$ cat src/rtl/bfs_pkg.sv
package bfs_pkg;
  typedef enum logic [1:0] {
    OC_IDLE = 2'd0,
    OC_PEND = 2'd1,
    OC_OFF  = 2'd2
  } oc_state_t;
endpackage

$ cat src/rtl/bfs_hyst.sv
// Two-threshold lockout flag. TRIP_HIGH selects the polarity:
// 1 = fault when the sample is high (temperature), 0 = fault when low (supply).
module bfs_hyst #(
  parameter int unsigned W          = 16,
  parameter int unsigned TRIP       = 6000,
  parameter int unsigned REL        = 7000,
  parameter bit          TRIP_HIGH  = 1'b0,
  parameter bit          RST_ACTIVE = 1'b1
) (
  input  logic         clk,
  input  logic         rst_n,
  input  logic [W-1:0] sample,
  output logic         active,
  output logic         trip_evt
);
  localparam logic [W-1:0] TRIP_W = W'(TRIP);
  localparam logic [W-1:0] REL_W  = W'(REL);

  logic trip_cond;
  logic rel_cond;
  logic act_q;
  logic act_d;

  generate
    if (TRIP_HIGH) begin : g_high
      assign trip_cond = (sample >= TRIP_W);
      assign rel_cond  = (sample <  REL_W);
    end else begin : g_low
      assign trip_cond = (sample <  TRIP_W);
      assign rel_cond  = (sample >  REL_W);
    end
  endgenerate

  always_comb begin
    act_d = act_q;
    if (!act_q && trip_cond) begin
      act_d = 1'b1;
    end else if (act_q && rel_cond) begin
      act_d = 1'b0;
    end
  end

  always_ff @(posedge clk or negedge rst_n) begin
    if (!rst_n) begin
      act_q <= RST_ACTIVE;
    end else begin
      act_q <= act_d;
    end
  end

  assign active   = act_q;
  assign trip_evt = !act_q && act_d;
endmodule

$ cat src/rtl/bfs_oc_timer.sv
// Per-bridge overcurrent sequencer: detection delay, then a timed off window
// that restarts on every further report.
module bfs_oc_timer
  import bfs_pkg::*;
#(
  parameter int unsigned DLY = 20,
  parameter int unsigned DIS = 20000
) (
  input  logic clk,
  input  logic rst_n,
  input  logic oc_flag,
  output logic off,
  output logic start_evt
);
  localparam int unsigned CMAX = (DLY > DIS) ? DLY : DIS;
  localparam int unsigned CW   = $clog2(CMAX + 1);
  localparam logic [CW-1:0] DLY_LAST = CW'(DLY - 1);
  localparam logic [CW-1:0] DIS_LAST = CW'(DIS - 1);

  oc_state_t     state_q, state_d;
  logic [CW-1:0] cnt_q, cnt_d;

  always_comb begin
    state_d = state_q;
    cnt_d   = cnt_q;
    unique case (state_q)
      OC_IDLE: begin
        if (oc_flag) begin
          state_d = OC_PEND;
          cnt_d   = '0;
        end
      end
      OC_PEND: begin
        if (cnt_q == DLY_LAST) begin
          state_d = OC_OFF;
          cnt_d   = '0;
        end else begin
          cnt_d = cnt_q + 1'b1;
        end
      end
      OC_OFF: begin
        if (oc_flag) begin
          cnt_d = '0;
        end else if (cnt_q == DIS_LAST) begin
          state_d = OC_IDLE;
          cnt_d   = '0;
        end else begin
          cnt_d = cnt_q + 1'b1;
        end
      end
      default: begin
        state_d = OC_IDLE;
        cnt_d   = '0;
      end
    endcase
  end

  always_ff @(posedge clk or negedge rst_n) begin
    if (!rst_n) begin
      state_q <= OC_IDLE;
      cnt_q   <= '0;
    end else begin
      state_q <= state_d;
      cnt_q   <= cnt_d;
    end
  end

  assign off       = (state_q == OC_OFF);
  assign start_evt = (state_q == OC_IDLE) && oc_flag;
endmodule

$ cat src/rtl/bridge_fault_sup.sv
module bridge_fault_sup #(
  parameter int unsigned NB         = 2,
  parameter int unsigned VW         = 16,
  parameter int unsigned TW         = 8,
  parameter int unsigned UV_TRIP_MV = 6000,
  parameter int unsigned UV_REL_MV  = 7000,
  parameter int unsigned OT_TRIP_C  = 165,
  parameter int unsigned OT_REL_C   = 150,
  parameter int unsigned OC_DLY     = 20,
  parameter int unsigned DIS_CYC    = 20000
) (
  input  logic          clk,
  input  logic          rst_n,
  input  logic [VW-1:0] supply_mv,
  input  logic [TW-1:0] temp_c,
  input  logic [NB-1:0] oc_flag,
  input  logic          sts_clr,
  output logic [NB-1:0] bridge_en,
  output logic          uv_lock,
  output logic          ot_lock,
  output logic [NB-1:0] oc_off,
  output logic          sticky_uv,
  output logic          sticky_ot,
  output logic [NB-1:0] sticky_oc
);
  logic          uv_evt;
  logic          ot_evt;
  logic [NB-1:0] oc_evt;
  logic          global_ok;

  bfs_hyst #(
    .W(VW), .TRIP(UV_TRIP_MV), .REL(UV_REL_MV),
    .TRIP_HIGH(1'b0), .RST_ACTIVE(1'b1)
  ) u_uv (
    .clk(clk), .rst_n(rst_n), .sample(supply_mv),
    .active(uv_lock), .trip_evt(uv_evt)
  );

  bfs_hyst #(
    .W(TW), .TRIP(OT_TRIP_C), .REL(OT_REL_C),
    .TRIP_HIGH(1'b1), .RST_ACTIVE(1'b0)
  ) u_ot (
    .clk(clk), .rst_n(rst_n), .sample(temp_c),
    .active(ot_lock), .trip_evt(ot_evt)
  );

  assign global_ok = !uv_lock && !ot_lock;

  // Sticky records: enable on set or clear, data equals set (set wins).
  logic st_uv_en, st_uv_d, st_ot_en, st_ot_d;

  always_comb begin
    st_uv_en = uv_evt | sts_clr;
    st_uv_d  = uv_evt;
    st_ot_en = ot_evt | sts_clr;
    st_ot_d  = ot_evt;
  end

  always_ff @(posedge clk or negedge rst_n) begin
    if (!rst_n) begin
      sticky_uv <= 1'b0;
    end else if (st_uv_en) begin
      sticky_uv <= st_uv_d;
    end
  end

  always_ff @(posedge clk or negedge rst_n) begin
    if (!rst_n) begin
      sticky_ot <= 1'b0;
    end else if (st_ot_en) begin
      sticky_ot <= st_ot_d;
    end
  end

  generate
    for (genvar b = 0; b < NB; b++) begin : g_br
      logic st_oc_en;
      logic st_oc_d;

      bfs_oc_timer #(.DLY(OC_DLY), .DIS(DIS_CYC)) u_oc (
        .clk(clk), .rst_n(rst_n), .oc_flag(oc_flag[b]),
        .off(oc_off[b]), .start_evt(oc_evt[b])
      );

      always_comb begin
        st_oc_en = oc_evt[b] | sts_clr;
        st_oc_d  = oc_evt[b];
      end

      always_ff @(posedge clk or negedge rst_n) begin
        if (!rst_n) begin
          sticky_oc[b] <= 1'b0;
        end else if (st_oc_en) begin
          sticky_oc[b] <= st_oc_d;
        end
      end

      assign bridge_en[b] = global_ok && !oc_off[b];
    end
  endgenerate
endmodule

$ cat config.mk
export PLATFORM = sky130hd
export DESIGN_NAME = bridge_fault_sup
export DESIGN_NICKNAME = d
export VERILOG_FILES = /design/src/rtl/bfs_pkg.sv /design/src/rtl/bfs_hyst.sv /design/src/rtl/bfs_oc_timer.sv /design/src/rtl/bridge_fault_sup.sv
export SDC_FILE = /design/constraint.sdc
export NUM_CORES = 1
export LEC_CHECK = 0
export CORE_AREA = 10 10 67 124
export DETAILED_ROUTE_END_ITERATION = 10
export DIE_AREA = 0 0 77 134
export PLACE_DENSITY = 0.6
export SETUP_SLACK_MARGIN = 0.05
export SYNTH_ARGS = -nofsm -noshare
export SYNTH_HDL_FRONTEND = slang
export SYNTH_HIERARCHICAL = 1
export SYNTH_SLANG_ARGS = --single-unit
$ cat constraint.sdc
create_clock -name clk -period 2.7 [get_ports clk]
set_clock_uncertainty 0.1 [all_clocks]
set_input_delay 0.54 -clock clk [delete_from_list [all_inputs] [get_ports clk]]
set_output_delay 0.54 -clock clk [all_outputs]
set_load 0.02 [all_outputs]
==> impl_metrics.env <==
export IMPL_status="completed"
export IMPL_yosysSeqAreaShare_pct=40.9
export IMPL_synth_common_cells="dfrtp_1, o21ai_0, nor2_1"
export IMPL_cp_slowest_cell="clkdlybuf4s50_1"
export IMPL_syn_cell_area_mm2=0.00245
export IMPL_layout_min_cycle_time_ns=2.45
export IMPL_fin_tns_setup_ns=0
export IMPL_r2r_slack_ns=0.42
export IMPL_finalSetupViolations=0
export IMPL_die_area_mm2=0.0103
export IMPL_cts_sinks=40
export IMPL_pwr_density_cell_mw_per_mm2=731
export IMPL_pin_count=39
export IMPL_grt_use_met2_pct=26.7
export IMPL_htree_num_levels=2
export IMPL_crit_type="flip-flop to primary output"
export IMPL_ctsHoldBuffers=0
export IMPL_cp_end_kind="primary output"
export IMPL_cts_resized_gates=0
export IMPL_grtUsageMet1_pct=12.9
export IMPL_critPathMaxStageDelay_ns=0.66
export IMPL_synth_top_area_share_pct=39.8
export IMPL_gp_congestion=0.849
export IMPL_top_usage_layer="met2"
export IMPL_clock_latency_ns=0.28
export IMPL_drive_gt1_share_pct=8.71
export IMPL_crit_family="buffers and inverters"
export IMPL_critPathMaxFanout=5
export IMPL_hold_ws_ns=0.293
export IMPL_antenna_cells=0
export IMPL_dp_slack_ns=0.433
export IMPL_maxCapViolCount=0
export IMPL_cp_num_buf_inv=2
export IMPL_yosysWarnings=6
export IMPL_post_place_cells=388
export IMPL_fin_crit_sh_pct=90.7
export IMPL_die_y_um=134
export IMPL_ant_nets=0
export IMPL_use_met3_pct=2.01
export IMPL_first_global_vias=2349
export IMPL_final_hold_viol_count=0
export IMPL_hpwlAfterDp_mm=5.08
export IMPL_port_buffers=38
export IMPL_crit_chain="inv_1, ha_1, nor3_1, clkdlybuf4s50_1"
export IMPL_wl_per_cell_um=16.8
export IMPL_antenna_found_initial=0
export IMPL_cts_root_buf="clkbuf_16"
export IMPL_hold_path_class="primary input to async pin"
export IMPL_total_power_mw=2.27
export IMPL_num_rows=41
export IMPL_place_area_mm2=0.00295
export IMPL_cts_tree="built"
export IMPL_nets=346
export IMPL_crit_arrival_ns=1.81
export IMPL_first_pass_iters=4
export IMPL_stdcell_count=396
export IMPL_ys_ff_latch=40
export IMPL_async_flop_share_pct=100
export IMPL_synthTopCellsByArea="dfrtp_1, o21ai_0, a22o_1"
export IMPL_cts_made_buffers=5
export IMPL_p_leak_nw=1.36
export IMPL_route_detailed_drc=0
export IMPL_finalWirelength_mm=6.66
export IMPL_die_x_um=77
export IMPL_synth_edff_count=0
export IMPL_drv_slew=0
export IMPL_grt_max_degree=41
export IMPL_design_area_mm2=0.00311
export IMPL_routed_via_density=5.67
export IMPL_track_usage_pct=13.4
export IMPL_rsz0062_at_grt="false"
export IMPL_required_ns=2.06
export IMPL_fp_coreArea_mm2=0.00631
export IMPL_fillers=625
export IMPL_ys_types=39
export IMPL_startpoint_type="flip-flop"
export IMPL_timing_final_ws_setup_ns=0.252
export IMPL_peakVddDrop_mv=0.458
export IMPL_yosysTopAreaCell="dfrtp_1"
export IMPL_first_iter_violations=103
export IMPL_start_util_pct=38.8
export IMPL_yosysMostFrequentCell="dfrtp_1"
export IMPL_syn_inst=265
export IMPL_grt_ovfl_total=0
export IMPL_tightest_slew_ns=0.923
export IMPL_postCtsSetupRepairBufs=0
export IMPL_path_clk_slew_ns=0.06
export IMPL_area_growth_syn_to_layout_pct=26.9
export IMPL_avgSynthCellArea_um2=9.25
export IMPL_clock_path_buffers=2
export IMPL_final_util_pct=49.3
export IMPL_syn_nets=302
export IMPL_grt_pass1_wl_mm=11.5
export IMPL_via_count=2244
export IMPL_maxSlewHeadroom_pct=38.5
export IMPL_max_freq_mhz=408
export IMPL_synth_top_flop_cell="dfrtp_1"
-- area by class of cell --
class / count / area [um^2] / area share (%)
clock inverters: 2 / 35.0 / 1.13
inverters: 8 / 30.0 / 0.965
well taps: 86 / 108 / 3.46
multi-input cells: 211 / 1390 / 44.8
flip-flops and latches: 40 / 1000 / 32.2
repair buffers: 43 / 413 / 13.3
clock buffers: 6 / 129 / 4.14
-- layout by cell type, fill, tap and decap left out, drive strengths merged, types with 3 or more instances in the layout --
master / instances
nor2b: 10
clkdlybuf4s50: 37
a21o: 6
a211oi: 4
nor4: 8
nand3: 11
nand4: 8
nor4b: 6
clkbuf: 6
o21ai: 28
nor3: 15
inv: 8
mux2: 4
nand3b: 3
buf: 6
a221o: 4
ha: 8
dfrtp: 39
nand2: 19
a22o: 14
nor2: 21
a31oi: 3
and3: 14
a21oi: 7
-- flip-flops by register name, indices dropped and copies added (netlist names) --
| signal | cells |
|---|---|
| u_ot/active | 1 |
| g_br.u_oc/cnt_q | 30 |
| sticky_ot | 1 |
| sticky_uv | 1 |
| u_uv/active | 1 |
| g_br.u_oc/state_q | 4 |
| sticky_oc | 2 |
-- worst paths after layout --
path,to,start,cells after the start
worst max-delay path,bridge_en[0],g_br[0].u_oc/state_q[0]$_DFFE_PN0P_,4
worst min-delay path,g_br[1].u_oc/cnt_q[6]$_DFFE_PN0P_,rst_n,1
worst max register to register,g_br[0].u_oc/cnt_q[7]$_DFFE_PN0P_,g_br[0].u_oc/cnt_q[0]$_DFFE_PN0P_,7
worst min register to register,sticky_ot$_DFFE_PN0P_,sticky_ot$_DFFE_PN0P_,1
max in group asynchronous,sticky_uv$_DFFE_PN0P_,rst_n,1
min in group clk,sticky_ot$_DFFE_PN0P_,sticky_ot$_DFFE_PN0P_,1
-- logic make-up after synthesis --
group	after synthesis	share of synthesized area, %
and+or+nand+nor	124	28.6
adders and majority gates	8	4.08
DFF	40	40.9
muxes	6	2.65
AOI/OAI and AO/OA	73	21.5
buffers and inverters	14	2.25
-- per-layer routing --
layer  share of wire (%)  wire (um)  vias to the layer above
met2                  60       3990                       31
met1                  36       2400                     1109
li1                    -          -                     1093
met5                   0          0                        -
met3                 2.1        143                       11
met4                 1.9        127                        0
-- report_power, final --
group,switching [mW],total (mW),leakage (nW),internal [mW]
logic,0.527,0.895,0.740,0.369
registers,0.0460,0.707,0.541,0.661
clock network,0.237,0.672,0.0808,0.435
total,0.810,2.27,1.36,1.46
No activity file was read; power rests on OpenSTA's default activity.
